[config.mk]
export PLATFORM = sky130hd
export DESIGN_NAME = sysreg_irq_gpo
export DESIGN_NICKNAME = d
export VERILOG_FILES = /design/src/rtl/sysreg_pkg.sv /design/src/rtl/sysreg_lane_reg.sv /design/src/rtl/sysreg_irq_combine.sv /design/src/rtl/sysreg_gpo_track.sv /design/src/rtl/sysreg_irq_gpo.sv
export SDC_FILE = /design/constraint.sdc
export NUM_CORES = 1
export LEC_CHECK = 0
export BUFFER_PORTS_ARGS = -buffer_cell sky130_fd_sc_hd__buf_2
export CAP_MARGIN = 20
export CORE_MARGIN = 2
export CORE_UTILIZATION = 54
export CTS_BUF_LIST = sky130_fd_sc_hd__clkbuf_16
export CTS_CLUSTER_SIZE = 25
export DETAILED_ROUTE_END_ITERATION = 7
export GPL_TIMING_DRIVEN = 1
export HOLD_SLACK_MARGIN = 0.08
export PLACE_DENSITY = 0.77
export SLEW_MARGIN = 5
export SYNTH_ARGS = -nofsm -noshare
export SYNTH_HDL_FRONTEND = slang
export SYNTH_SLANG_ARGS = --single-unit
[constraint.sdc]
create_clock -name clk_i -period 2.46 [get_ports clk_i]
set_clock_uncertainty 0.2 [all_clocks]
set_input_delay 0.492 -clock clk_i [delete_from_list [all_inputs] [get_ports clk_i]]
set_output_delay 0.492 -clock clk_i [all_outputs]
set_load 0.005 [all_outputs]
[src/rtl/sysreg_pkg.sv]
package sysreg_pkg;
  localparam int unsigned DW    = 8;
  localparam int unsigned AW    = 8;
  localparam int unsigned NSRC  = DW;
  localparam int unsigned GPO_W = 24;

  localparam logic [AW-1:0] OFS_REV_LO   = 8'h08;
  localparam logic [AW-1:0] OFS_REV_HI   = 8'h09;
  localparam logic [AW-1:0] OFS_STAT     = 8'h50;
  localparam logic [AW-1:0] OFS_MASK     = 8'h52;
  localparam logic [AW-1:0] OFS_CFG16    = 8'h60;
  localparam logic [AW-1:0] OFS_GPO_DATA = 8'h78;
  localparam logic [AW-1:0] OFS_GPO_OE   = 8'h7C;
  localparam logic [AW-1:0] OFS_CFG32    = 8'h9C;

  localparam logic [DW-1:0] REV_LO = 8'h03;
  localparam logic [DW-1:0] REV_HI = 8'h00;
endpackage

[src/rtl/sysreg_lane_reg.sv]
module sysreg_lane_reg #(
  parameter int unsigned LANES = 1,
  parameter logic [7:0]  BASE  = 8'h00
) (
  input  logic                 clk_i,
  input  logic                 rst_ni,
  input  logic                 we_i,
  input  logic [7:0]           addr_i,
  input  logic [7:0]           wdata_i,
  output logic [LANES*8-1:0]   q_o,
  output logic [LANES*8-1:0]   nxt_o,
  output logic                 hit_o,
  output logic [7:0]           rdata_o
);
  for (genvar i = 0; i < LANES; i++) begin : g_lane
    logic [7:0] lane_q;
    logic       sel;
    assign sel = (addr_i == BASE + 8'(i));
    assign nxt_o[i*8 +: 8] = (we_i && sel) ? wdata_i : lane_q;
    always_ff @(posedge clk_i or negedge rst_ni) begin
      if (!rst_ni) lane_q <= '0;
      else         lane_q <= nxt_o[i*8 +: 8];
    end
    assign q_o[i*8 +: 8] = lane_q;
  end

  always_comb begin
    hit_o   = 1'b0;
    rdata_o = '0;
    for (int i = 0; i < LANES; i++) begin
      if (addr_i == BASE + 8'(i)) begin
        hit_o   = 1'b1;
        rdata_o = q_o[i*8 +: 8];
      end
    end
  end
endmodule

[src/rtl/sysreg_irq_combine.sv]
module sysreg_irq_combine #(
  parameter int unsigned NSRC = 8
) (
  input  logic            clk_i,
  input  logic            rst_ni,
  input  logic [NSRC-1:0] src_i,
  input  logic            stat_we_i,
  input  logic [NSRC-1:0] stat_wdata_i,
  input  logic [NSRC-1:0] mask_i,
  output logic [NSRC-1:0] stat_o,
  output logic [NSRC-1:0] seen_o,
  output logic            irq_o
);
  logic [NSRC-1:0] stat_q, seen_q, base, rise, fall, stat_d;

  always_comb begin
    base   = stat_we_i ? stat_wdata_i : stat_q;
    rise   = src_i & ~seen_q;
    fall   = ~src_i & seen_q;
    // a level change on a line beats a host write to its bit
    stat_d = (base | rise) & ~fall;
  end

  always_ff @(posedge clk_i or negedge rst_ni) begin
    if (!rst_ni) begin
      stat_q <= '0;
      seen_q <= '0;
    end else begin
      stat_q <= stat_d;
      seen_q <= src_i;
    end
  end

  assign stat_o = stat_q;
  assign seen_o = seen_q;
  assign irq_o  = |(stat_q & mask_i);
endmodule

[src/rtl/sysreg_gpo_track.sv]
module sysreg_gpo_track #(
  parameter int unsigned GPO_W     = 24,
  parameter logic [7:0]  DATA_BASE = 8'h78,
  parameter logic [7:0]  OE_BASE   = 8'h7C
) (
  input  logic             clk_i,
  input  logic             rst_ni,
  input  logic             we_i,
  input  logic [7:0]       addr_i,
  input  logic [7:0]       wdata_i,
  output logic [GPO_W-1:0] val_o,
  output logic [GPO_W-1:0] chg_o,
  output logic             hit_o,
  output logic             wr_o,
  output logic [7:0]       rdata_o
);
  localparam int unsigned LANES = GPO_W / 8;

  logic [GPO_W-1:0] data_q, data_nxt, oe_q, oe_nxt, eff_nxt, val_q, chg_q;
  logic             hit_data, hit_oe;
  logic [7:0]       rd_data, rd_oe;

  sysreg_lane_reg #(.LANES(LANES), .BASE(DATA_BASE)) u_data (
    .clk_i, .rst_ni, .we_i, .addr_i, .wdata_i,
    .q_o(data_q), .nxt_o(data_nxt), .hit_o(hit_data), .rdata_o(rd_data)
  );

  sysreg_lane_reg #(.LANES(LANES), .BASE(OE_BASE)) u_oe (
    .clk_i, .rst_ni, .we_i, .addr_i, .wdata_i,
    .q_o(oe_q), .nxt_o(oe_nxt), .hit_o(hit_oe), .rdata_o(rd_oe)
  );

  assign hit_o   = hit_data | hit_oe;
  assign wr_o    = we_i & hit_o;
  assign eff_nxt = data_nxt & oe_nxt;
  assign rdata_o = hit_data ? rd_data : rd_oe;

  always_ff @(posedge clk_i or negedge rst_ni) begin
    if (!rst_ni) begin
      val_q <= '0;
      chg_q <= '0;
    end else if (wr_o) begin
      val_q <= eff_nxt;
      chg_q <= eff_nxt ^ val_q;
    end else begin
      chg_q <= '0;
    end
  end

  assign val_o = val_q;
  assign chg_o = chg_q;
endmodule

[src/rtl/sysreg_irq_gpo.sv]
module sysreg_irq_gpo
  import sysreg_pkg::*;
(
  input  logic             clk_i,
  input  logic             rst_ni,
  input  logic [AW-1:0]    bus_addr_i,
  input  logic [DW-1:0]    bus_wdata_i,
  input  logic             bus_we_i,
  output logic [DW-1:0]    bus_rdata_o,
  input  logic [NSRC-1:0]  irq_src_i,
  output logic             host_irq_o,
  output logic [GPO_W-1:0] gpo_val_o,
  output logic [GPO_W-1:0] gpo_chg_o
);
  logic [NSRC-1:0] stat_q, mask_q, src_seen, mask_nxt;
  logic            stat_we, mask_hit, c16_hit, c32_hit, gpo_hit, gpo_wr;
  logic [7:0]      mask_rd, c16_rd, c32_rd, gpo_rd;
  logic [15:0]     c16_q, c16_nxt;
  logic [31:0]     c32_q, c32_nxt;

  assign stat_we = bus_we_i && (bus_addr_i == OFS_STAT);

  sysreg_lane_reg #(.LANES(1), .BASE(OFS_MASK)) u_mask (
    .clk_i, .rst_ni, .we_i(bus_we_i), .addr_i(bus_addr_i), .wdata_i(bus_wdata_i),
    .q_o(mask_q), .nxt_o(mask_nxt), .hit_o(mask_hit), .rdata_o(mask_rd)
  );

  sysreg_lane_reg #(.LANES(2), .BASE(OFS_CFG16)) u_cfg16 (
    .clk_i, .rst_ni, .we_i(bus_we_i), .addr_i(bus_addr_i), .wdata_i(bus_wdata_i),
    .q_o(c16_q), .nxt_o(c16_nxt), .hit_o(c16_hit), .rdata_o(c16_rd)
  );

  sysreg_lane_reg #(.LANES(4), .BASE(OFS_CFG32)) u_cfg32 (
    .clk_i, .rst_ni, .we_i(bus_we_i), .addr_i(bus_addr_i), .wdata_i(bus_wdata_i),
    .q_o(c32_q), .nxt_o(c32_nxt), .hit_o(c32_hit), .rdata_o(c32_rd)
  );

  sysreg_irq_combine #(.NSRC(NSRC)) u_irq (
    .clk_i, .rst_ni, .src_i(irq_src_i), .stat_we_i(stat_we),
    .stat_wdata_i(bus_wdata_i), .mask_i(mask_q),
    .stat_o(stat_q), .seen_o(src_seen), .irq_o(host_irq_o)
  );

  sysreg_gpo_track #(.GPO_W(GPO_W), .DATA_BASE(OFS_GPO_DATA), .OE_BASE(OFS_GPO_OE)) u_gpo (
    .clk_i, .rst_ni, .we_i(bus_we_i), .addr_i(bus_addr_i), .wdata_i(bus_wdata_i),
    .val_o(gpo_val_o), .chg_o(gpo_chg_o), .hit_o(gpo_hit), .wr_o(gpo_wr),
    .rdata_o(gpo_rd)
  );

  always_comb begin
    bus_rdata_o = '0;
    if      (bus_addr_i == OFS_REV_LO) bus_rdata_o = REV_LO;
    else if (bus_addr_i == OFS_REV_HI) bus_rdata_o = REV_HI;
    else if (bus_addr_i == OFS_STAT)   bus_rdata_o = stat_q;
    else if (mask_hit)                 bus_rdata_o = mask_rd;
    else if (c16_hit)                  bus_rdata_o = c16_rd;
    else if (c32_hit)                  bus_rdata_o = c32_rd;
    else if (gpo_hit)                  bus_rdata_o = gpo_rd;
  end
endmodule

=== Yosys cells after proc, flatten, opt, wreduce, memory -nomap -nowiden ===
Index checks and enable logic that the tools add are counted.
W data, S select, Z words.

* Register bits: 168
* Output and inout bits: 57

* Eq/ne operators: 16
* Mux-type cells: 42
* Bitwise gates (word level): 12
* Reductions and logical operators: 15

{| class="wikitable"
|+ Operators by type and width
! operator !! number
|-
| $mux W8 || 28
|-
| $eq A8 B7 Y1 const B || 10
|-
| $and A8 B8 Y8 || 4
|-
| $eq A8 B8 Y1 const B || 4
|-
| $and A24 B24 Y24 || 1
|-
| $mux W24 || 1
|-
| $not A8 Y8 || 3
|-
| $xor A24 B24 Y24 || 1
|-
| $eq A8 B4 Y1 const B || 2
|-
| $logic_and A1 B1 Y1 || 14
|-
| $mux W1 || 13
|-
| $or A8 B8 Y8 || 1
|-
| $reduce_or A8 Y1 || 1
|-
| $and A1 B1 Y1 || 1
|-
| $or A1 B1 Y1 || 1
|}

=== Logic depth before layout (Yosys ltp) ===
* Word-level depth: 12
* Gate-level depth with buffers: 8
* Depth with buffers taken out: 5

=== By module ===
Synthesis repeated with hierarchy kept, for this count alone.

* Cell total of the unflattened synthesis: 749
* Area, all modules: 8725.9 um2

{| class="wikitable"
|+ By module, submodules not included
! module !! times used !! cells each !! area each (um2)
|-
| sysreg_gpo_track || 1 || 209 || 2336.0
|-
| sysreg_lane_reg (u_cfg32) || 1 || 140 || 1571.5
|-
| sysreg_lane_reg (u_gpo.u_data) || 1 || 96 || 1257.5
|-
| sysreg_lane_reg (u_gpo.u_oe) || 1 || 96 || 1251.2
|-
| sysreg_lane_reg (u_cfg16) || 1 || 55 || 784.5
|-
| sysreg_irq_combine || 1 || 46 || 688.2
|-
| sysreg_irq_gpo || 1 || 78 || 422.9
|-
| sysreg_lane_reg (u_mask) || 1 || 29 || 414.1
|}

=== Least setup slack after synthesis ===
No wires, ideal clock.

* Path kind: input -> output
* Start: input bus_addr_i[1]
* End: output bus_rdata_o[0]
* Data arrival time: 1959 ps
* Slack: -191 ps
* Stages: 6
* Cells stage by stage: clkbuf_1 > buf_2 > buf_2 > mux4_2 > a2111oi_0 > o32ai_1

* Word-level cells in the longest chain between the ends: 12
* Elaborated cells on any way between the ends: 51

{| class="wikitable"
|+ Ends and longest elaborated chain
! item !! line !! text
|-
| start: declaration || sysreg_irq_gpo.sv:6 || <nowiki>input logic [AW-1:0] bus_addr_i,</nowiki>
|-
| $eq A8 B7 Y1 || sysreg_lane_reg.sv:31 || <nowiki>if (addr_i == BASE + 8'(i)) begin</nowiki>
|-
| $mux W8 or $mux W1 (tied branches) (3 in series) || sysreg_lane_reg.sv:31 ||
|-
| $mux W8 or $or A1 B1 Y1 (tied branches) || sysreg_gpo_track.sv:36, sysreg_gpo_track.sv:33 ||
|-
| $mux W8 || sysreg_irq_gpo.sv:58 || <nowiki>else if (gpo_hit) bus_rdata_o = gpo_rd;</nowiki>
|-
| $mux W8 || sysreg_irq_gpo.sv:57 || <nowiki>else if (c32_hit) bus_rdata_o = c32_rd;</nowiki>
|-
| $mux W8 || sysreg_irq_gpo.sv:56 || <nowiki>else if (c16_hit) bus_rdata_o = c16_rd;</nowiki>
|-
| $mux W8 || sysreg_irq_gpo.sv:55 || <nowiki>else if (mask_hit) bus_rdata_o = mask_rd;</nowiki>
|-
| $mux W8 || sysreg_irq_gpo.sv:54 || <nowiki>else if (bus_addr_i == OFS_STAT) bus_rdata_o = stat_q;</nowiki>
|-
| $mux W8 || sysreg_irq_gpo.sv:53 || <nowiki>else if (bus_addr_i == OFS_REV_HI) bus_rdata_o = REV_HI;</nowiki>
|-
| $mux W8 * || sysreg_irq_gpo.sv:52 || <nowiki>if (bus_addr_i == OFS_REV_LO) bus_rdata_o = REV_LO;</nowiki>
|-
| end: declaration || sysreg_irq_gpo.sv:9 || <nowiki>output logic [DW-1:0] bus_rdata_o,</nowiki>
|}

Every way passes the cells marked *; elsewhere a longest branch is shown, timed or not.

=== Worst setup path in the final report ===
* Start: input bus_addr_i[3]
* End: output bus_rdata_o[7]

Same word-level chain as after synthesis.

==> metrics.yaml <==
whs_ns: 0.307
p_sw_uw: 1500
p_total_uw: 6160
synthArstFlopShare: 1.00
pwr-share-seq: 0.481
synth_cell_type_count: 55
pre_cts_slack_ns: -0.395
worstReg2RegEnd: "u_gpo.chg_o[7]"
port-buffer-count: 83
synthCells: 777
yosys_warnings: 0
nNetsFinal: 966
hp-class: "input pin to async pin"
r2r_start: "u_gpo.u_data.g_lane[0].lane_q[7]"
fmax_mhz: 362
hpwl_mm: 15.4
cts.sinks: 168
die_w_um: 130
die_y_um: 130
routedWlPerCell_um: 19.7
period_share: 1.12
synth.avg_cell_area_um2: 11.0
grt_usage: 0.283
outcome: "finished, violations left"
worst_slack_ns: -0.303
final_util: 0.717
firstDrtPassIters: 5
drive_above_1_share: 0.432
syn2layout_area_growth_pct: 28.5
antenna_found_initial: 0
ff2ff_path_depth: 5
cp-endpoint: "bus_rdata_o[7]"
layout_common_cells: "168 x dfrtp_1, 132 x mux2_2, 113 x nand2_1, 79 x buf_4, 77 x buf_2"
place.gp.congestion: 0.967
power.share.combinational: 0.102
cts-root-buf: "clkbuf_16"
antenna_cells: 0
p_clk_frac: 0.417
ff2ff_setup_slack_ns: 0.83
slew_violations: 0
p_per_area_nw_per_um2: 561
critPathCaptureType: "output port"
start_kind: "input pin"
start_util: 0.558
via_per_inst: 6.01
p_sw_frac: 0.244
ys_seq_area_frac: 0.492
cts.htree.levels: 4
crit_fanout: 4
timing_worst_setup_path_type: "input pin to output port"
leakagePower_uw: 0.00532
wl_mm: 23.0
vdd_drop_max_v: 0.000524
final-hold-violation-count: 0
first_global_vias: 6771
clk_latency_ns: 0.42
min_period_ns: 2.76
via_count: 6986
rsz0062_at_grt: "yes"
clk_pin_slew_ns: 0.06
die_area_um2: 16800
final_area_um2: 11000
coreArea_um2: 15300
numCtsBuffers: 17
max_cap_viol_count: 0
synth_edf_count: 0
crit_start: "bus_addr_i[3]"
io_pins: 84
fillers: 1045
rows: 45
place_area_um2: 9820
drc_errors: 0
syn_nets: 804
synth_flop_cell: "dfrtp_1"
setup_viol: 8
final_common_cell: "dfrtp_1"
max_slew_margin: 0.615
violations: "setup timing"
grt_pass1_wl_mm: 36.0
gr-total-overflow: 0
arrival_ns: 2.07
cts_tree: "done"
clockBufferDepth: 2
synth_seq_cells: 168
drtIter0Drc: 582
p_int_uw: 4650
syn_area_um2: 8540
drtAntennaViolNets: 0
grt_start_max_net_pins: 56
required_ns: 1.77
worstMarginPinSlew_ns: 0.572
-- worst max-delay path: stages --
cell and delay (ns):
buf_6 0.10, buf_12 0.11, nor4b_4 0.36, buf_4 0.18, buf_6 0.10, nand3_4 0.06
a21oi_2 0.13, mux2i_1 0.09, a31oi_1 0.26, buf_2 0.18
-- cells in the mapped netlist, types with 6 or more instances --
library cell | instances | share of area
dfrtp_1 | 168 | 0.49
mux2_2 | 132 | 0.17
nand2_1 | 116 | 0.051
nor2_1 | 39 | 0.017
clkbuf_1 | 32 | 0.014
mux2i_1 | 24 | 0.028
a21oi_1 | 19 | 0.011
nand3_1 | 19 | 0.011
o21a_1 | 19 | 0.017
buf_2 | 18 | 0.011
nor3_1 | 17 | 0.010
o21ai_0 | 16 | 0.0094
xnor2_1 | 16 | 0.016
inv_1 | 14 | 0.0062
nor2b_1 | 12 | 0.0088
a22oi_1 | 10 | 0.0088
nor4_1 | 10 | 0.0073
maj3_2 | 8 | 0.011
mux4_2 | 8 | 0.021
o22ai_1 | 8 | 0.0059
nand3b_1 | 6 | 0.0053
nor2_2 | 6 | 0.0044
-- worst min-delay path by stage --
| stage | from | end | slack, ns | cells past startpoint |
|---|---|---|---|---|
| 2_1_floorplan | rst_ni | u_cfg16.g_lane[0].lane_q[0] | -0.004 | 0 |
| 3_3_place_gp | rst_ni | u_gpo.val_o[13] | 0.17 | 1 |
| 3_5_place_dp | rst_ni | u_gpo.chg_o[13] | 0.17 | 1 |
| 4_1_cts | rst_ni | u_gpo.chg_o[13] | 0.30 | 2 |
| 5_1_grt | rst_ni | u_gpo.val_o[13] | 0.32 | 2 |
| 6_report | rst_ni | u_gpo.chg_o[13] | 0.31 | 2 |
-- kinds of logic after synthesis --
family / after synthesis / synth area share
compound gates: 98 / 0.0762
xor+xnor: 20 / 0.0205
simple gates: 251 / 0.144
fa+ha+maj: 8 / 0.0105
flops: 168 / 0.492
mux: 165 / 0.225
buf+inv: 67 / 0.0322
-- what timing repair did --
action | in CTS | in global routing
endpoints found under the hold margin | 171 | 0
setup endpoints to repair | 8 | 8
buffers inserted | 13 | 5
cloned | 2 | 0
pin swaps | 27 | 8
hold buffers | 9 | 0
resized for setup | 55 | 11
-- final cells by class --
cell class / instances / area (µm²) / area share
sequential: 168 / 4200 / 0.383
clock inverter: 15 / 138 / 0.0125
inverter: 15 / 56.3 / 0.00513
timing repair buffer: 195 / 1590 / 0.145
tap: 211 / 264 / 0.0240
clock buffer: 17 / 425 / 0.0387
multi-input combinational: 542 / 4310 / 0.392
-- metrics by stage --
step                setup TNS [ns]  cells
floorplan                        0    777
global placement            -13.31   1103
detailed placement          -13.53   1103
CTS                          -1.54   1158
global route                 -2.51   1163
finish                       -1.98   1163
-- per-layer routing --
metal	vias up	global-route usage	wire, µm
met1	3442	0.358	9200
met5	-	0	0
met4	0	0.134	1170
met3	104	0.0554	1590
met2	367	0.473	11000
li1	3073	-	-
-- registers in the layout, summed over array words and instances, names as in the netlist --
register and flops:
u_cfg32.g_lane.lane_q 32, u_irq.stat_o 8, u_mask.q_o 8, u_gpo.val_o 24, u_gpo.u_oe.g_lane.lane_q 24, u_gpo.u_data.g_lane.lane_q 24, u_cfg16.g_lane.lane_q 16, u_irq.seen_o 8
u_gpo.chg_o 24
-- power groups by stage --
| stage | clock network (µW) | registers, µW | logic (µW) |
|---|---|---|---|
| 2_1_floorplan | 0 | 2970 | 312 |
| 3_3_place_gp | 0 | 3010 | 531 |
| 3_5_place_dp | 0 | 3010 | 544 |
| 4_1_cts | 2590 | 2960 | 608 |
| 5_1_grt | 2730 | 2970 | 674 |
| 6_report | 2570 | 2960 | 627 |
(Power assumes the default switching activity.)
